[src/rtl/bcfg_pkg.sv]
package bcfg_pkg;
    localparam int LANE_W     = 8;
    localparam int CMD_W      = 16;
    localparam int LAT_W      = 8;
    localparam int CMD_LANES  = CMD_W / LANE_W;
    localparam int LAT_LANES  = LAT_W / LANE_W;
    localparam int RD_W       = CMD_W;

    // Bits a remote initiator may change in the Command register (native order)
    localparam logic [CMD_W-1:0] CMD_WR_MASK  = 16'h0546;
    // Values loaded by a self-configuration event
    localparam logic [CMD_W-1:0] CMD_PRESET   = 16'h0546;
    localparam logic [LAT_W-1:0] LAT_PRESET   = 8'hFF;
    localparam logic [LAT_W-1:0] LAT_WR_MASK  = {LAT_W{1'b1}};

    typedef enum logic {
        SEL_CMD = 1'b0,
        SEL_LAT = 1'b1
    } reg_sel_e;

    typedef struct packed {
        logic [CMD_W-1:0] cmd;
        logic [LAT_W-1:0] lat;
        logic [RD_W-1:0]  rd_data;
        logic             rd_vld;
    } hdr_state_t;
endpackage

[src/rtl/bcfg_lane_merge.sv]
// Per-lane masked merge of incoming write data into a register.
module bcfg_lane_merge #(
    parameter int LANES  = 2,
    parameter int LANE_W = 8,
    localparam int W     = LANES * LANE_W
) (
    input  logic [W-1:0]     old_val,
    input  logic [W-1:0]     wr_val,
    input  logic [LANES-1:0] lane_en,
    input  logic [W-1:0]     wr_mask,
    output logic [W-1:0]     merged
);
    for (genvar g = 0; g < LANES; g++) begin : g_lane
        always_comb begin
            if (lane_en[g]) begin
                merged[g*LANE_W +: LANE_W] = wr_val[g*LANE_W +: LANE_W]
                                           & wr_mask[g*LANE_W +: LANE_W];
            end else begin
                merged[g*LANE_W +: LANE_W] = old_val[g*LANE_W +: LANE_W];
            end
        end
    end
endmodule

[src/rtl/bcfg_byte_swap.sv]
// Reverses the byte order of a word for the local-side view.
module bcfg_byte_swap #(
    parameter int LANES  = 2,
    parameter int LANE_W = 8,
    localparam int W     = LANES * LANE_W
) (
    input  logic [W-1:0] native,
    output logic [W-1:0] swapped
);
    for (genvar g = 0; g < LANES; g++) begin : g_swap
        assign swapped[g*LANE_W +: LANE_W] = native[(LANES-1-g)*LANE_W +: LANE_W];
    end
endmodule

[src/rtl/bcfg_hdr_regs.sv]
module bcfg_hdr_regs
    import bcfg_pkg::*;
(
    input  logic                 clk,
    input  logic                 rst_n,
    input  logic                 rmt_wr_en,
    input  logic                 rmt_wr_sel,
    input  logic [CMD_W-1:0]     rmt_wr_data,
    input  logic [CMD_LANES-1:0] rmt_wr_be,
    input  logic                 self_cfg,
    input  logic                 loc_rd_en,
    input  logic                 loc_rd_sel,
    output logic                 loc_rd_vld,
    output logic [RD_W-1:0]      loc_rd_data,
    output logic [CMD_W-1:0]     cmd_reg,
    output logic [LAT_W-1:0]     lat_reg
);
    hdr_state_t state_d, state_q;

    logic [CMD_W-1:0]     cmd_merged;
    logic [LAT_W-1:0]     lat_merged;
    logic [CMD_W-1:0]     cmd_swapped;
    logic [CMD_LANES-1:0] cmd_lane_en;
    logic [LAT_LANES-1:0] lat_lane_en;

    assign cmd_lane_en = (rmt_wr_en && reg_sel_e'(rmt_wr_sel) == SEL_CMD)
                         ? rmt_wr_be : '0;
    assign lat_lane_en = (rmt_wr_en && reg_sel_e'(rmt_wr_sel) == SEL_LAT)
                         ? rmt_wr_be[LAT_LANES-1:0] : '0;

    bcfg_lane_merge #(.LANES(CMD_LANES), .LANE_W(LANE_W)) u_cmd_merge (
        .old_val (state_q.cmd),
        .wr_val  (rmt_wr_data),
        .lane_en (cmd_lane_en),
        .wr_mask (CMD_WR_MASK),
        .merged  (cmd_merged)
    );

    bcfg_lane_merge #(.LANES(LAT_LANES), .LANE_W(LANE_W)) u_lat_merge (
        .old_val (state_q.lat),
        .wr_val  (rmt_wr_data[LAT_W-1:0]),
        .lane_en (lat_lane_en),
        .wr_mask (LAT_WR_MASK),
        .merged  (lat_merged)
    );

    bcfg_byte_swap #(.LANES(CMD_LANES), .LANE_W(LANE_W)) u_cmd_swap (
        .native  (state_q.cmd),
        .swapped (cmd_swapped)
    );

    always_comb begin
        state_d        = state_q;
        state_d.rd_vld = loc_rd_en;
        if (loc_rd_en) begin
            if (reg_sel_e'(loc_rd_sel) == SEL_CMD) begin
                state_d.rd_data = cmd_swapped;
            end else begin
                state_d.rd_data = {{(RD_W-LAT_W){1'b0}}, state_q.lat};
            end
        end
        if (self_cfg) begin
            state_d.cmd = CMD_PRESET;
            state_d.lat = LAT_PRESET;
        end else begin
            state_d.cmd = cmd_merged;
            state_d.lat = lat_merged;
        end
    end

    always_ff @(posedge clk or negedge rst_n) begin
        if (!rst_n) begin
            state_q <= '0;
        end else begin
            state_q <= state_d;
        end
    end

    assign loc_rd_vld  = state_q.rd_vld;
    assign loc_rd_data = state_q.rd_data;
    assign cmd_reg     = state_q.cmd;
    assign lat_reg     = state_q.lat;
endmodule

[config.mk]
export PLATFORM = sky130hd
export DESIGN_NAME = bcfg_hdr_regs
export DESIGN_NICKNAME = d
export VERILOG_FILES = /design/src/rtl/bcfg_pkg.sv /design/src/rtl/bcfg_lane_merge.sv /design/src/rtl/bcfg_byte_swap.sv /design/src/rtl/bcfg_hdr_regs.sv
export SDC_FILE = /design/constraint.sdc
export NUM_CORES = 1
export LEC_CHECK = 0
export BUFFER_PORTS_ARGS = -buffer_cell sky130_fd_sc_hd__buf_2
export CORE_MARGIN = 1
export CORE_UTILIZATION = 43
export DETAILED_ROUTE_END_ITERATION = 16
export PLACE_DENSITY = 0.77
export SLEW_MARGIN = 40
export SYNTH_ARGS = -nofsm -noshare
export SYNTH_HDL_FRONTEND = slang
export SYNTH_SLANG_ARGS = --single-unit
[constraint.sdc]
create_clock -name clk -period 0.8 [get_ports clk]
set_input_delay 0 -clock clk [delete_from_list [all_inputs] [get_ports clk]]
set_output_delay 0 -clock clk [all_outputs]
set_load 0.05 [all_outputs]
## Word level (Yosys, flattened, before mapping)

Cells that the tools add are included.

- Magnitude comparators: 0
- Shift operators: 0
- Reductions and logical operators: 5
- Multiplexer cells: 7
- Equality and inequality tests: 0
- Bitwise gates (word level): 1
- Multipliers: 0
- Div/mod/pow operators: 0
- Add/sub/neg operators: 0

Operators with widths:

| kind | number |
|---|---|
| two-way mux 24 bit | 1 |
| two-way mux 8 bit | 3 |
| two-way mux 16 bit | 1 |
| nonzero test 2 bit | 3 |
| logical AND 1 bit | 2 |
| two-way mux 2 bit | 1 |
| two-way mux 1 bit | 1 |
| inverter 1 bit | 1 |

- ROM bits: 0
- RAM bits: 0
- Logic and storage cells: 18
- Bits of input ports: 25
- Memories: 0
- Latch bits: 0
- Register bits after elaboration: 41

## Logic depth before layout (Yosys ltp)

- Word-level depth: 5
- Depth in mapped cells: 3
- Depth with buffers taken out: 2

## Hierarchy

Synthesis repeated with hierarchy kept, for this count alone.

- Cell total of the unflattened synthesis: 216
- Area, all modules: 2,029.4 µm²

Modules (own cells, without submodules):

| module | area each (µm²) | sequential area each (µm²) | cells each | instances |
|---|---|---|---|---|
| bcfg_hdr_regs | 1,545.2 | 1,026.0 | 125 | 1 |
| bcfg_lane_merge (u_cmd_merge) | 242.7 | 0.0 | 50 | 1 |
| bcfg_lane_merge (u_lat_merge) | 121.4 | 0.0 | 25 | 1 |
| bcfg_byte_swap | 120.1 | 0.0 | 16 | 1 |

## Worst setup path after synthesis

OpenSTA, ideal clock, no wires.

- Path type: flip-flop to flip-flop
- Start point: reg state_q (netlist bit lat_reg[0])
- End point: reg state_q (netlist bit loc_rd_data[0])
- Arrival time: 0.895 ns
- Clock period less this slack: 0.972 ns
- Library setup time: 0.077 ns
- Setup slack: -0.172 ns
- Cell stages (with the launch flop): 3
- Required time: 0.723 ns
- Cell sequence: dfrtp_1 mux2i_1 a21oi_1

- Longest elaborated chain between the ends: 1

RTL lines:

| what | line | text |
|---|---|---|
| start, declared | bcfg_hdr_regs.sv:18 | `hdr_state_t state_d, state_q;` |
| start signal, assigned | bcfg_hdr_regs.sv:75 | `state_q <= state_d;` |
| two-way mux 16 bit | bcfg_hdr_regs.sv:56 | `if (reg_sel_e'(loc_rd_sel) == SEL_CMD) begin` |

Every way passes these cells.
A chain may end at the register's enable or synchronous reset.

## Worst setup path after layout

- Start point: reg state_q (netlist bit cmd_reg[6])
- End point: out cmd_reg[6]

RTL lines:

| what | line | text |
|---|---|---|
| end, declared | bcfg_hdr_regs.sv:15 | `output logic [CMD_W-1:0] cmd_reg,` |

No word-level cell between the ends.

==> impl_results.md <==
- Startpoint Class: flip-flop
- Port bufs: 43
- Critical Path RT: ~800 ps
- F_max: between 1000 and 1500 MHz
- Grt total ovfl: 0
- Worst-path cell chain: buf_6
- Initial DRC count: 3
- Unique masters post-synth: 12
- Tightest Pin Transition: about 750 ps
- Layout cell share with drive strength beyond 1: between 50% and 60%
- Final RePlAce weighted congestion: 0.7417
- Leakage: about 0.92 nW
- Initial Util: 46.73%
- Total Die Area: around 3000 µm²
- Max Clock Skew: 6.423 ps
- Detail Route Antenna Nets: 0
- Reg2reg end: loc_rd_data[2]
- Normalized max-slew margin: 49.94%
- Rows: 18
- Area grow syn2layout: 63.82%
- Power Dens Cells: roughly 1500 nW/µm²
- Post-route clock period utilization: 117.8%
- Post-synthesis area per instance: between 10 and 15 µm²
- Vias in the first global route: ~1,000
- GRT Total Usage: 21.30%
- Pins over their slew limit: 0
- Vias post-DR: approximately 1,000
- H-tree lvl count: 1
- Cell taking the most area after synthesis: dfrtp_1
- Dominant cells by area after synthesis: dfrtp_1, mux2i_1, buf_4
- Largest net degree at the start of global routing: 26
- Post-DP HPWL: approximately 1.7 mm
- Nets: about 210
- Synth Register Bits: 25
- Core ar.: between 2000 and 3000 µm²
- Post-DR wirelength/cell: ~15 µm
- Fin crit period: 942.3 ps
- Routed WL: between 3 and 4 mm
- Vias per cell: approximately 4.8
- Area share of the largest cell type after synthesis: between 50% and 60%
- Worst-path maximum fanout: 2
- Clock transition at path regs: 140 ps
- Failing checks: negative setup slack
- Initial antenna violation count: 0
- Max incr delay on CP: between 400 and 500 ps
- TritonRoute pass-1 iters: 4
- Status: finished with violations
- Hold Fails Final Rpt: 0
- Crit path depth: 1
- CP Class: reg2out
- Flop2flop setup slack: -130 ps
- # Max-Cap Violations: 0
- Die width: approximately 55 µm
- Design area: between 1500 and 2000 µm²
- Ant. Diodes: 0
- Post-synthesis sequential area ratio: 52.14%
- Cells after Synth: roughly 120
- Io pins: 66
- TritonCTS clock tree: done
- Synthesis Warnings: 0
- Max clock buf depth: 2
- Hold Path Origin: rmt_wr_be[1]
- Max FFs per register: 11
- Pre-CTS setup slack: between 50 and 60 ps
- RSZ-0062 raised after global routing: true
- Top delay family on crit path: flip-flops
- Worst path slowest cell: dfrtp_2
- R2R depth: 3
- First-pass GRT wire length: ~4.4 mm
- Cells on Worst Hold Path: 3
- Area after DPL: about 1400 µm²
- WHS Endpoint: cmd_reg[10]
- Root Buffer Master: clkbuf_4
- Die Ht: roughly 55 µm
- Remaining DRCs: 0
- Post-route setup slack: -142.3 ps
- Worst skew pair latency: around 310 ps
- Worst EP arrival: ~940 ps
- Syn Std Cell Area: about 1200 µm²
- Clk sinks: 25
- Buf/Inv on CP: 1
- Worst reg2reg startpoint: lat_reg[2]
- Final setup fails: 47
- Hold Path Class: in2reg
- VDD IR max: 0.001160 V
- CTS Buf Count: 3
- CP endpoint kind: output port
-- cells in the final DEF, fill, tap and decap left out, drive strengths merged --
cell type / synthesis / layout
a21oi: 2 / 2
buf: 21 / 57
clkbuf: 0 / 4
conb: 1 / 16
dfrtp: 25 / 25
dlygate4sd3: 0 / 12
inv: 9 / 9
mux2i: 15 / 15
nand3: 7 / 7
nand3b: 5 / 5
nor2: 25 / 25
o21ai: 9 / 9
-- through the flow --
stage	setup TNS [ps]	hold WS, ps	power [W]	util (%)	std cells
6_report	-3339	45.08	0.003005	76.56	216
5_1_grt	-4748	59.75	0.003125	76.56	216
4_1_cts	-2975	28.31	0.002925	71.49	215
3_5_place_dp	0	17.81	0.002168	54.00	186
3_3_place_gp	0	10.45	0.002155	54.00	186
2_1_floorplan	-150.8	-295.6	0.002056	-	134
-- per-layer routing --
metal	track usage, %	wire length, µm
met3	3.333	159
met1	24.78	1315
met4	6.410	34
met5	0	0
met2	39.36	1639
-- layout make-up --
class / instances / area (µm²)
Sequential cell: 25 / 655.6
Timing Repair Buffer: 69 / 641.9
Fill cell: 181 / 601.8
Multi-Input combinational cell: 79 / 570.5
Tap cell: 30 / 37.54
Inverter: 9 / 33.78
Clock buffer: 4 / 26.28
-- worst max path at each step --
stage,slack [ps],start,endpoint
5_1_grt,-160,lat_reg[0],loc_rd_data[0]
2_1_floorplan,-50,lat_reg[0],loc_rd_data[0]
3_3_place_gp,80,lat_reg[2],loc_rd_data[2]
3_5_place_dp,50,lat_reg[2],loc_rd_data[2]
6_report,-140,cmd_reg[6],cmd_reg[6]
4_1_cts,-120,lat_reg[6],lat_reg[6]
-- power by group --
part,internal [W],switching (W)
Clock,0.000195,0.000370
Sequential,0.00135,0.0000616
Combinational,0.000342,0.000685
Total,0.00189,0.00112
-- logic make-up after synthesis --
kind of cell | count (synthesis) | synth area share (%)
simple gates | 37 | 14.91
other cells | 1 | 0.3125
compound gates | 11 | 4.588
buf+inv | 30 | 15.54
mux | 15 | 12.51
flops | 25 | 52.14
-- what timing repair did --
item | in CTS | in global routing
gates cloned | 0 | 0
setup endpoints to repair | 25 | 47
hold buffers | 12 | 0
buffers inserted | 13 | 1
endpoints found under the hold margin | 38 | 0
resized for setup | 71 | 30
-- Yosys cell counts --
library cell and number:
conb_1 1, o21ai_0 9, buf_2 2, inv_1 9, a21oi_1 2, nand3b_1 5
nand3_4 1, buf_4 19, mux2i_1 15, dfrtp_1 25, nand3_1 6, nor2_1 25
No activity file was read; power rests on OpenSTA's default activity.
